File: src/rtl/kwdt_pkg.sv
package kwdt_pkg;

    localparam int DATA_W  = 32;
    localparam int KEY_W   = 12;
    localparam int KEY_LSB = DATA_W - KEY_W;
    localparam int CNT_W   = 16;
    localparam int HP_W    = 4;
    localparam int SEL_W   = 2;
    localparam int CFG_W   = HP_W + SEL_W;
    localparam int PRE_W   = 10;

    typedef enum logic [1:0] {
        LOC_MODE    = 2'd0,
        LOC_CLOCK   = 2'd1,
        LOC_RESTART = 2'd2,
        LOC_STATUS  = 2'd3
    } loc_e;

    typedef struct packed {
        logic irq_en;
        logic rst_en;
        logic wd_en;
    } mode_t;

    typedef struct packed {
        logic [HP_W-1:0]  hp;
        logic [SEL_W-1:0] sel;
    } clkcfg_t;

    localparam logic [KEY_W-1:0] MODE_KEY    = 12'h5A1;
    localparam logic [KEY_W-1:0] CLOCK_KEY   = 12'h3C7;
    localparam logic [KEY_W-1:0] RESTART_KEY = 12'hC55;
    localparam logic [KEY_W-1:0] STATUS_KEY  = 12'h9E2;

    localparam clkcfg_t CLK_RESET = '1;

    // last prescaler count before a tick
    function automatic logic [PRE_W-1:0] prescale_limit(input logic [SEL_W-1:0] sel);
        case (sel)
            2'd0:    return PRE_W'(7);
            2'd1:    return PRE_W'(31);
            2'd2:    return PRE_W'(127);
            default: return PRE_W'(1023);
        endcase
    endfunction

    function automatic logic [CNT_W-1:0] preset_value(input logic [HP_W-1:0] hp);
        return {hp, {(CNT_W-HP_W){1'b1}}};
    endfunction

    function automatic logic key_ok(input logic [DATA_W-1:0] word,
                                    input logic [KEY_W-1:0]  key);
        return word[DATA_W-1:KEY_LSB] == key;
    endfunction

endpackage

File: src/rtl/kwdt_regs.sv
module kwdt_regs
    import kwdt_pkg::*;
(
    input  logic              clk,
    input  logic              rst,
    input  logic              wr_en,
    input  logic [1:0]        wr_addr,
    input  logic [DATA_W-1:0] wr_data,
    output mode_t             mode_q,
    output clkcfg_t           clk_q,
    output logic              restart_p,
    output logic              clear_p
);
    loc_e loc;
    logic mode_hit, clock_hit, restart_hit, status_hit;
    logic unused_data;

    assign loc         = loc_e'(wr_addr);
    assign mode_hit    = wr_en && (loc == LOC_MODE)    && key_ok(wr_data, MODE_KEY);
    assign clock_hit   = wr_en && (loc == LOC_CLOCK)   && key_ok(wr_data, CLOCK_KEY);
    assign restart_hit = wr_en && (loc == LOC_RESTART) && key_ok(wr_data, RESTART_KEY);
    assign status_hit  = wr_en && (loc == LOC_STATUS)  && key_ok(wr_data, STATUS_KEY);

    assign restart_p   = restart_hit;
    assign clear_p     = status_hit && wr_data[0];
    assign unused_data = ^wr_data[KEY_LSB-1:CFG_W];

    always_ff @(posedge clk) begin
        if (rst) begin
            mode_q <= '0;
            clk_q  <= CLK_RESET;
        end else begin
            if (mode_hit)
                mode_q <= mode_t'(wr_data[$bits(mode_t)-1:0]);
            if (clock_hit)
                clk_q  <= clkcfg_t'(wr_data[CFG_W-1:0]);
        end
    end
endmodule

File: src/rtl/kwdt_prescaler.sv
module kwdt_prescaler
    import kwdt_pkg::*;
(
    input  logic             clk,
    input  logic             rst,
    input  logic             run,
    input  logic             restart,
    input  logic [SEL_W-1:0] sel,
    output logic             tick
);
    logic [PRE_W-1:0] pre_cnt;
    logic [PRE_W-1:0] limit;

    assign limit = prescale_limit(sel);
    // >= keeps a ratio change mid-count from skipping a whole wrap
    assign tick  = run && !restart && (pre_cnt >= limit);

    always_ff @(posedge clk) begin
        if (rst || !run || restart || tick)
            pre_cnt <= '0;
        else
            pre_cnt <= pre_cnt + 1'b1;
    end
endmodule

File: src/rtl/kwdt_counter.sv
module kwdt_counter
    import kwdt_pkg::*;
(
    input  logic             clk,
    input  logic             rst,
    input  logic             tick,
    input  logic             restart,
    input  logic [HP_W-1:0]  hp,
    output logic [CNT_W-1:0] cnt_q,
    output logic             expire
);
    assign expire = tick && (cnt_q == '0);

    always_ff @(posedge clk) begin
        if (rst)
            cnt_q <= '1;
        else if (restart || expire)
            cnt_q <= preset_value(hp);
        else if (tick)
            cnt_q <= cnt_q - 1'b1;
    end
endmodule

File: src/rtl/kwdt_expiry.sv
module kwdt_expiry
    import kwdt_pkg::*;
#(
    parameter int RST_LEN = 4
)(
    input  logic  clk,
    input  logic  rst,
    input  logic  expire,
    input  mode_t mode_q,
    input  logic  clear_p,
    output logic  irq,
    output logic  rst_out
);
    localparam int LEN_W = $clog2(RST_LEN + 1);

    logic [LEN_W-1:0] pulse_left;

    assign rst_out = (pulse_left != '0);

    always_ff @(posedge clk) begin
        if (rst) begin
            irq        <= 1'b0;
            pulse_left <= '0;
        end else begin
            // a new expiry wins over a clear in the same cycle
            if (expire && mode_q.irq_en)
                irq <= 1'b1;
            else if (clear_p)
                irq <= 1'b0;

            if (expire && mode_q.rst_en)
                pulse_left <= LEN_W'(RST_LEN);
            else if (pulse_left != '0)
                pulse_left <= pulse_left - 1'b1;
        end
    end
endmodule

File: src/rtl/kwdt_top.sv
module kwdt_top
    import kwdt_pkg::*;
#(
    parameter int RST_LEN = 4
)(
    input  logic        clk,
    input  logic        rst,
    input  logic        wr_en,
    input  logic [1:0]  wr_addr,
    input  logic [31:0] wr_data,
    input  logic [1:0]  rd_addr,
    output logic [31:0] rd_data,
    output logic        wdt_irq,
    output logic        wdt_rst
);
    mode_t            mode_q;
    clkcfg_t          clk_q;
    logic             restart_p;
    logic             clear_p;
    logic             tick;
    logic             expire;
    logic [CNT_W-1:0] cnt_q;

    kwdt_regs u_regs (
        .clk       (clk),
        .rst       (rst),
        .wr_en     (wr_en),
        .wr_addr   (wr_addr),
        .wr_data   (wr_data),
        .mode_q    (mode_q),
        .clk_q     (clk_q),
        .restart_p (restart_p),
        .clear_p   (clear_p)
    );

    kwdt_prescaler u_pre (
        .clk     (clk),
        .rst     (rst),
        .run     (mode_q.wd_en),
        .restart (restart_p),
        .sel     (clk_q.sel),
        .tick    (tick)
    );

    kwdt_counter u_cnt (
        .clk     (clk),
        .rst     (rst),
        .tick    (tick),
        .restart (restart_p),
        .hp      (clk_q.hp),
        .cnt_q   (cnt_q),
        .expire  (expire)
    );

    kwdt_expiry #(.RST_LEN(RST_LEN)) u_exp (
        .clk     (clk),
        .rst     (rst),
        .expire  (expire),
        .mode_q  (mode_q),
        .clear_p (clear_p),
        .irq     (wdt_irq),
        .rst_out (wdt_rst)
    );

    always_comb begin
        rd_data = '0;
        case (loc_e'(rd_addr))
            LOC_MODE:    rd_data[$bits(mode_t)-1:0] = mode_q;
            LOC_CLOCK:   rd_data[CFG_W-1:0]         = clk_q;
            LOC_RESTART: rd_data[CNT_W-1:0]         = cnt_q;
            LOC_STATUS:  rd_data[0]                 = wdt_irq;
            default:     rd_data = '0;
        endcase
    end
endmodule

File: config.mk
export PLATFORM = sky130hd
export DESIGN_NAME = kwdt_top
export DESIGN_NICKNAME = d
export VERILOG_FILES = /design/src/rtl/kwdt_pkg.sv /design/src/rtl/kwdt_regs.sv /design/src/rtl/kwdt_prescaler.sv /design/src/rtl/kwdt_counter.sv /design/src/rtl/kwdt_expiry.sv /design/src/rtl/kwdt_top.sv
export SDC_FILE = /design/constraint.sdc
export NUM_CORES = 1
export LEC_CHECK = 0
export CORE_ASPECT_RATIO = 1.25
export CORE_MARGIN = 1.5
export CORE_UTILIZATION = 26
export CTS_BUF_LIST = sky130_fd_sc_hd__clkbuf_8 sky130_fd_sc_hd__clkbuf_16
export DETAILED_ROUTE_END_ITERATION = 12
export DONT_BUFFER_PORTS = 1
export HOLD_SLACK_MARGIN = 0.08
export MAX_ROUTING_LAYER = met4
export SLEW_MARGIN = 20
export SYNTH_ARGS = -nofsm -noshare
export SYNTH_HDL_FRONTEND = slang
export SYNTH_HIERARCHICAL = 1
export SYNTH_SLANG_ARGS = --single-unit
File: constraint.sdc
create_clock -name clk -period 3.4 [get_ports clk]
set_input_delay 0.17 -clock clk [delete_from_list [all_inputs] [get_ports clk]]
set_output_delay 0.17 -clock clk [all_outputs]
set_load 0.005 [all_outputs]
# --- Word level (Yosys, flattened, before mapping) ---
# Index checks and enable logic that the tools add are counted.
totals:
  regBits: 39
  latchBits: 0
  ram_bits: 0
  romBits: 0
  out_inout_bits: 34
  n_memories: 0
classes:
  n_addsub: 3
  multipliers: 0
  n_div: 0
  n_lt_le_gt_ge: 1
  n_eq_ne: 12
  shift: 0
  muxes: 11
  n_bitwise: 0
  reduce_logical: 30
op_table:
  columns: ["op", "count"]
  rows:
  - ["16-bit two-way mux", 2]
  - ["10-bit one-hot mux with 3 select lines", 1]
  - ["12-bit == test (second input constant)", 2]
  - ["16-bit logical NOT", 1]
  - ["16-bit by 1-bit subtractor with 16-bit output (second input constant)", 1]
  - ["1-bit logical AND", 14]
  - ["12-bit by 10-bit == test with 1-bit output (second input constant)", 1]
  - ["12-bit by 11-bit == test with 1-bit output (second input constant)", 1]
  - ["10-bit by 1-bit adder with 10-bit output (second input constant)", 1]
  - ["2-bit == test (second input constant)", 5]
  - ["10-bit greater-or-equal comparator", 1]
  - ["10-bit two-way mux", 1]
  - ["2-bit by 1-bit == test with 1-bit output (second input constant)", 3]
  - ["2-bit logical NOT", 3]
  - ["3-bit two-way mux", 2]
  - ["2-bit one-hot mux with 3 select lines", 1]
  - ["3-bit one-hot mux with 2 select lines", 1]
  - ["2-bit nonzero test", 3]
  - ["1-bit logical OR", 4]
  - ["1-bit one-hot mux with 4 select lines", 1]
  - ["2-bit OR reduction", 2]
  - ["3-bit nonzero test", 1]
  - ["3-bit by 1-bit subtractor with 3-bit output (second input constant)", 1]
  - ["1-bit logical NOT", 2]
  - ["1-bit two-way mux", 2]

# --- Longest topological paths before layout ---
depth:
  depth_word: 9
  depth_mapped: 11

# --- Modules after synthesis ---
# The synthesis kept the hierarchy.
modules_own_cells:
  columns: ["module", "n_inst", "cells_per_inst", "area_per_inst_um2"]
  rows:
  - ["kwdt_counter", 1, 95, 838.3]
  - ["kwdt_prescaler", 1, 64, 581.8]
  - ["kwdt_regs", 1, 60, 503.0]
  - ["kwdt_top", 1, 48, 354.1]
  - ["kwdt_expiry", 1, 23, 209.0]

# --- Worst setup path after synthesis ---
# Ideal clock, no wire load.
synth_timing:
  kind: "register to register"
  start: "register, netlist name u_regs/clk_q[1]"
  end: "register u_cnt.cnt_q[12]"
  setup_time_ns: 0.134
  t_arrival_ns: 2.613
  slack_ns: 0.653
  path_stages_with_launch: 11
  period_less_slack_ns: 2.747
  cell_sequence: "dfxtp_1 -> nand2_1 -> ha_1 -> and4_1 -> o311a_1 -> nor3b_1 -> nor3b_1 -> nor4b_4 -> nand4_1 -> o31ai_2 -> a22oi_1"
synth_via:
  elab_chain_cells: 7
  elab_cells_between_ends: 10
  classes_between: "order compare: 1; eq/ne: 2; mux: 2; reduce/logical: 5"
synth_lines:
  columns: ["element", "line_no", "source"]
  rows:
  - ["2-bit == test, or another cell as far along", "kwdt_pkg.sv:39", "case (sel)"]
  - ["10-bit one-hot mux with 3 select lines *", "kwdt_pkg.sv:39", null]
  - ["10-bit greater-or-equal comparator *", "kwdt_prescaler.sv:16", "assign tick = run && !restart && (pre_cnt >= limit);"]
  - ["1-bit logical AND *", "kwdt_prescaler.sv:16", null]
  - ["net tick", "kwdt_top.sv:20", "logic tick;"]
  - ["1-bit logical AND", "kwdt_counter.sv:12", "assign expire = tick && (cnt_q == '0);"]
  - ["1-bit logical OR", "kwdt_counter.sv:17", "else if (restart || expire)"]
  - ["16-bit two-way mux / 2-bit nonzero test (equally long branches)", null, null]
  - ["end signal, assigned", "kwdt_counter.sv:18", "cnt_q <= preset_value(hp);"]
  - ["end signal, assigned", "kwdt_counter.sv:20", "cnt_q <= cnt_q - 1'b1;"]
  - ["end, declared", "kwdt_counter.sv:9", "output logic [CNT_W-1:0] cnt_q,"]
# The timed path passes the listed nets; every way through them passes the cells marked *.
# A chain may end at the register's enable or synchronous reset.

# --- Worst setup path after layout ---
layout_timing:
  start: "register, netlist name u_regs/clk_q[1]"
  end: "register u_cnt.cnt_q[13]"
layout_via:
  elab_chain_cells: 7
  elab_cells_between_ends: 10
  classes_between: "order compare: 1; eq/ne: 2; mux: 2; reduce/logical: 5"
layout_lines:
  columns: ["element", "line_no"]
  rows:
  - ["2-bit == test, or another cell as far along", "kwdt_pkg.sv:39"]
  - ["10-bit one-hot mux with 3 select lines *", "kwdt_pkg.sv:39"]
  - ["10-bit greater-or-equal comparator *", "kwdt_prescaler.sv:16"]
  - ["1-bit logical AND *", "kwdt_prescaler.sv:16"]
  - ["net tick", "kwdt_top.sv:20"]
  - ["1-bit logical AND", "kwdt_counter.sv:12"]
  - ["1-bit logical OR", "kwdt_counter.sv:17"]
  - ["16-bit two-way mux / 2-bit nonzero test (equally long branches)", null]
# Marks and branches as above.

==> impl_metrics.toml <==
[worst_hold_path]
worstHoldPathCells = 2
holdCritPathClass = "in -> reg"
hold_end = "u_regs/mode_q[2]$_SDFFE_PP0P_"
hold_start = "rst"

[routing]
viasPerCell = 4.70
finalWirelength_um = 5560
wire_per_inst_um = 13.0
dr.pass1.iters = 4
drc = 0
drt_iter0_markers = 102
num_vias = 2003
postRouteAntennaNets = 0

[clock_network]
cts.htree.levels = 2
numCtsBuffers = 5
cts.sinks = 39
path_clk_slew_ns = 0.06
tritoncts = "done"
cts_hold_buf = 7
cts_resized = 0
cts_root_buf = "clkbuf_16"
postCtsSetupBuffers = 0
cts_buffer_depth = 2
clock_latency_ns = 0.28

[synth]
synthFlopType = "dfxtp_1"
ys_warn_count = 6
synth_edf_count = 0
netlist_area_mm2 = 0.00249
synthCells = 290
ys_ff_latch = 39
ys_types = 53
syn_avg_cell_area_um2 = 8.57
synth_area_leaders = "dfxtp_1, ha_1, buf_4, nand2_1, xor2_1"
synthArstFlopShare_pct = 0
yosysTopAreaCellShare_pct = 31.4
seq_area_frac_synth_pct = 31.4
yosys.area.top_type = "dfxtp_1"

[critical_path]
arrival_ns = 3.17
cp.required_ns = 3.55
path_max_fanout = 5
worstSetupPathType = "reg -> reg"
path_depth = 10
rr_worst_depth = 10
regToRegSetupSlack_ns = 0.38
max_stage_delay_ns = 0.43
crit_path_end_kind = "flip-flop"
r2r-end = "u_cnt/cnt_q[13]$_SDFFE_PP1P_"
r2r_start = "u_regs/clk_q[1]$_SDFFE_PP1P_"
crit_path_start_kind = "flip-flop"
crit_chain = "nand2_1, ha_1, and4_1, o311a_1, nor3b_1, nor3b_1, nor4b_4, nand4_1, o31ai_2, a22oi_1"
cp-startpoint = "u_regs/clk_q[1]$_SDFFE_PP1P_"
path_common_cell = "nor3b_1"
crit_family = "simple AND/OR/NAND/NOR gates"
worst_path_max_delay_cell = "nor3b_1"
crit_buf_inv = 0

[power_and_ir_drop]
power_w = 0.00107
irDropWorstVdd_v = 0.000172
pwr_density_cell_mw_per_mm2 = 385
p_leak_nw = 1.11

[finish]
fin_nets = 359
area_growth_pct = 11.6
finalInstanceArea_mm2 = 0.00278
final_cell_mix = "dfxtp_1, nand2_1, nor2_1, inv_1, ha_1"
multiInputGateArea_mm2 = 0.00154
fillers = 976
utilization_pct = 30.1
layout_commonest_cell = "dfxtp_1"
register_area_um2 = 781
n_antenna_cell = 0
drive_above_1_share_pct = 6.60

[floorplanning]
start_util_pct = 27.0
core_area_mm2 = 0.00922
num_rows = 39
io-pin-count = 73
dieHeight_um = 112
die_w_um = 90.5
design.die.area_mm2 = 0.0102

[sta]
skew_ns = 0.00240
fmax_mhz = 331
min_period_ns = 3.02
setup-tns-final_ns = 0
finalCritPeriodShare_pct = 88.8
drv_slew = 0
setup_viol = 0
hold_viol = 0
relSlewSlack_pct = 51.0
rsz0062_at_grt = "no"
tightest_slew_ns = 0.729

[global_routing]
grt_pass1_wl_um = 9340
grt_util_all_layers_pct = 11.7
grt_pass1_vias = 1950
antenna_found_initial = 0
grt_max_degree = 17
overflow = 0

[placed_design]
io_buffer_count = 0
dp_hpwl_um = 4390
place_area_mm2 = 0.00257
globalplace.congestion = 0.837

[flow_run]
drv_cap = 0

[status]
status = "finished, final reports clean"
[report_power, final]
part	leakage, nW	internal, W	switching [W]	total (W)
Combinational	0.716	0.0000629	0.0000813	0.000144
Clock	0.0762	0.000265	0.000180	0.000445
Sequential	0.316	0.000471	0.00000789	0.000479
Total	1.11	0.000799	0.000270	0.00107
[metal layers]
| layer | track usage (%) | vias up | share of wire (%) |
|---|---|---|---|
| met5 | - | - | 0 |
| met4 | 5.93 | 0 | 3.3 |
| met3 | 1.83 | 13 | 3.7 |
| met2 | 20.1 | 56 | 49 |
| met1 | 13.1 | 926 | 44 |
| li1 | - | 1008 | - |
[synth_stat cells (all sizes together) (6+ instances only)]
cell     n
and2    11
nor2    25
xor2    12
ha      18
nand2b   8
nand3   11
dfxtp   39
o21ai    8
nor4     7
xnor2    9
nand2   33
inv     16
mux2i    6
buf     19
a31oi    6
[area by class of cell]
type | count | area share (%)
multi-input cells | 228 | 55.3
clock inverters | 3 | 0.451
repair buffers | 12 | 3.88
inverters | 16 | 2.16
flip-flops and latches | 39 | 28.1
clock buffers | 5 | 4.51
well taps | 123 | 5.55
[registers in the layout (all words and copies together), names as in the netlist]
| register | count |
|---|---|
| u_cnt/cnt_q | 16 |
| u_pre/pre_cnt | 10 |
| u_regs/clk_q | 6 |
| u_exp/pulse_left | 3 |
| u_regs/mode_q | 3 |
| u_exp/irq | 1 |
[logic make-up after synthesis]
logic type	share of synthesized area (%)
other	0.151
and+or+nand+nor	30.9
xor gates and xnor gates	7.40
muxes	2.42
adders and majority gates	9.06
AOI/OAI and AO/OA	9.61
buffers and inverters	9.11
DFF	31.4
[how the worst max path moves through the flow]
stage                                        end  slack, ns
floorplan           u_cnt/cnt_q[12]$_SDFFE_PP1P_       0.65
global placement    u_cnt/cnt_q[13]$_SDFFE_PP1P_       0.46
global route        u_cnt/cnt_q[13]$_SDFFE_PP1P_       0.10
CTS                 u_cnt/cnt_q[13]$_SDFFE_PP1P_       0.40
detailed placement  u_cnt/cnt_q[13]$_SDFFE_PP1P_       0.42
finish              u_cnt/cnt_q[13]$_SDFFE_PP1P_       0.38
[through the flow]
stage / cells / hold slack (ns) / setup WS (ns)
2_1_floorplan: 305 / 0.239 / 0.653
3_3_place_gp: 411 / 0.243 / 0.463
3_5_place_dp: 411 / 0.245 / 0.418
4_1_cts: 426 / 0.0852 / 0.397
5_1_grt: 426 / 0.102 / 0.101
6_report: 426 / 0.0871 / 0.380
No activity file was read; power rests on OpenSTA's default activity.
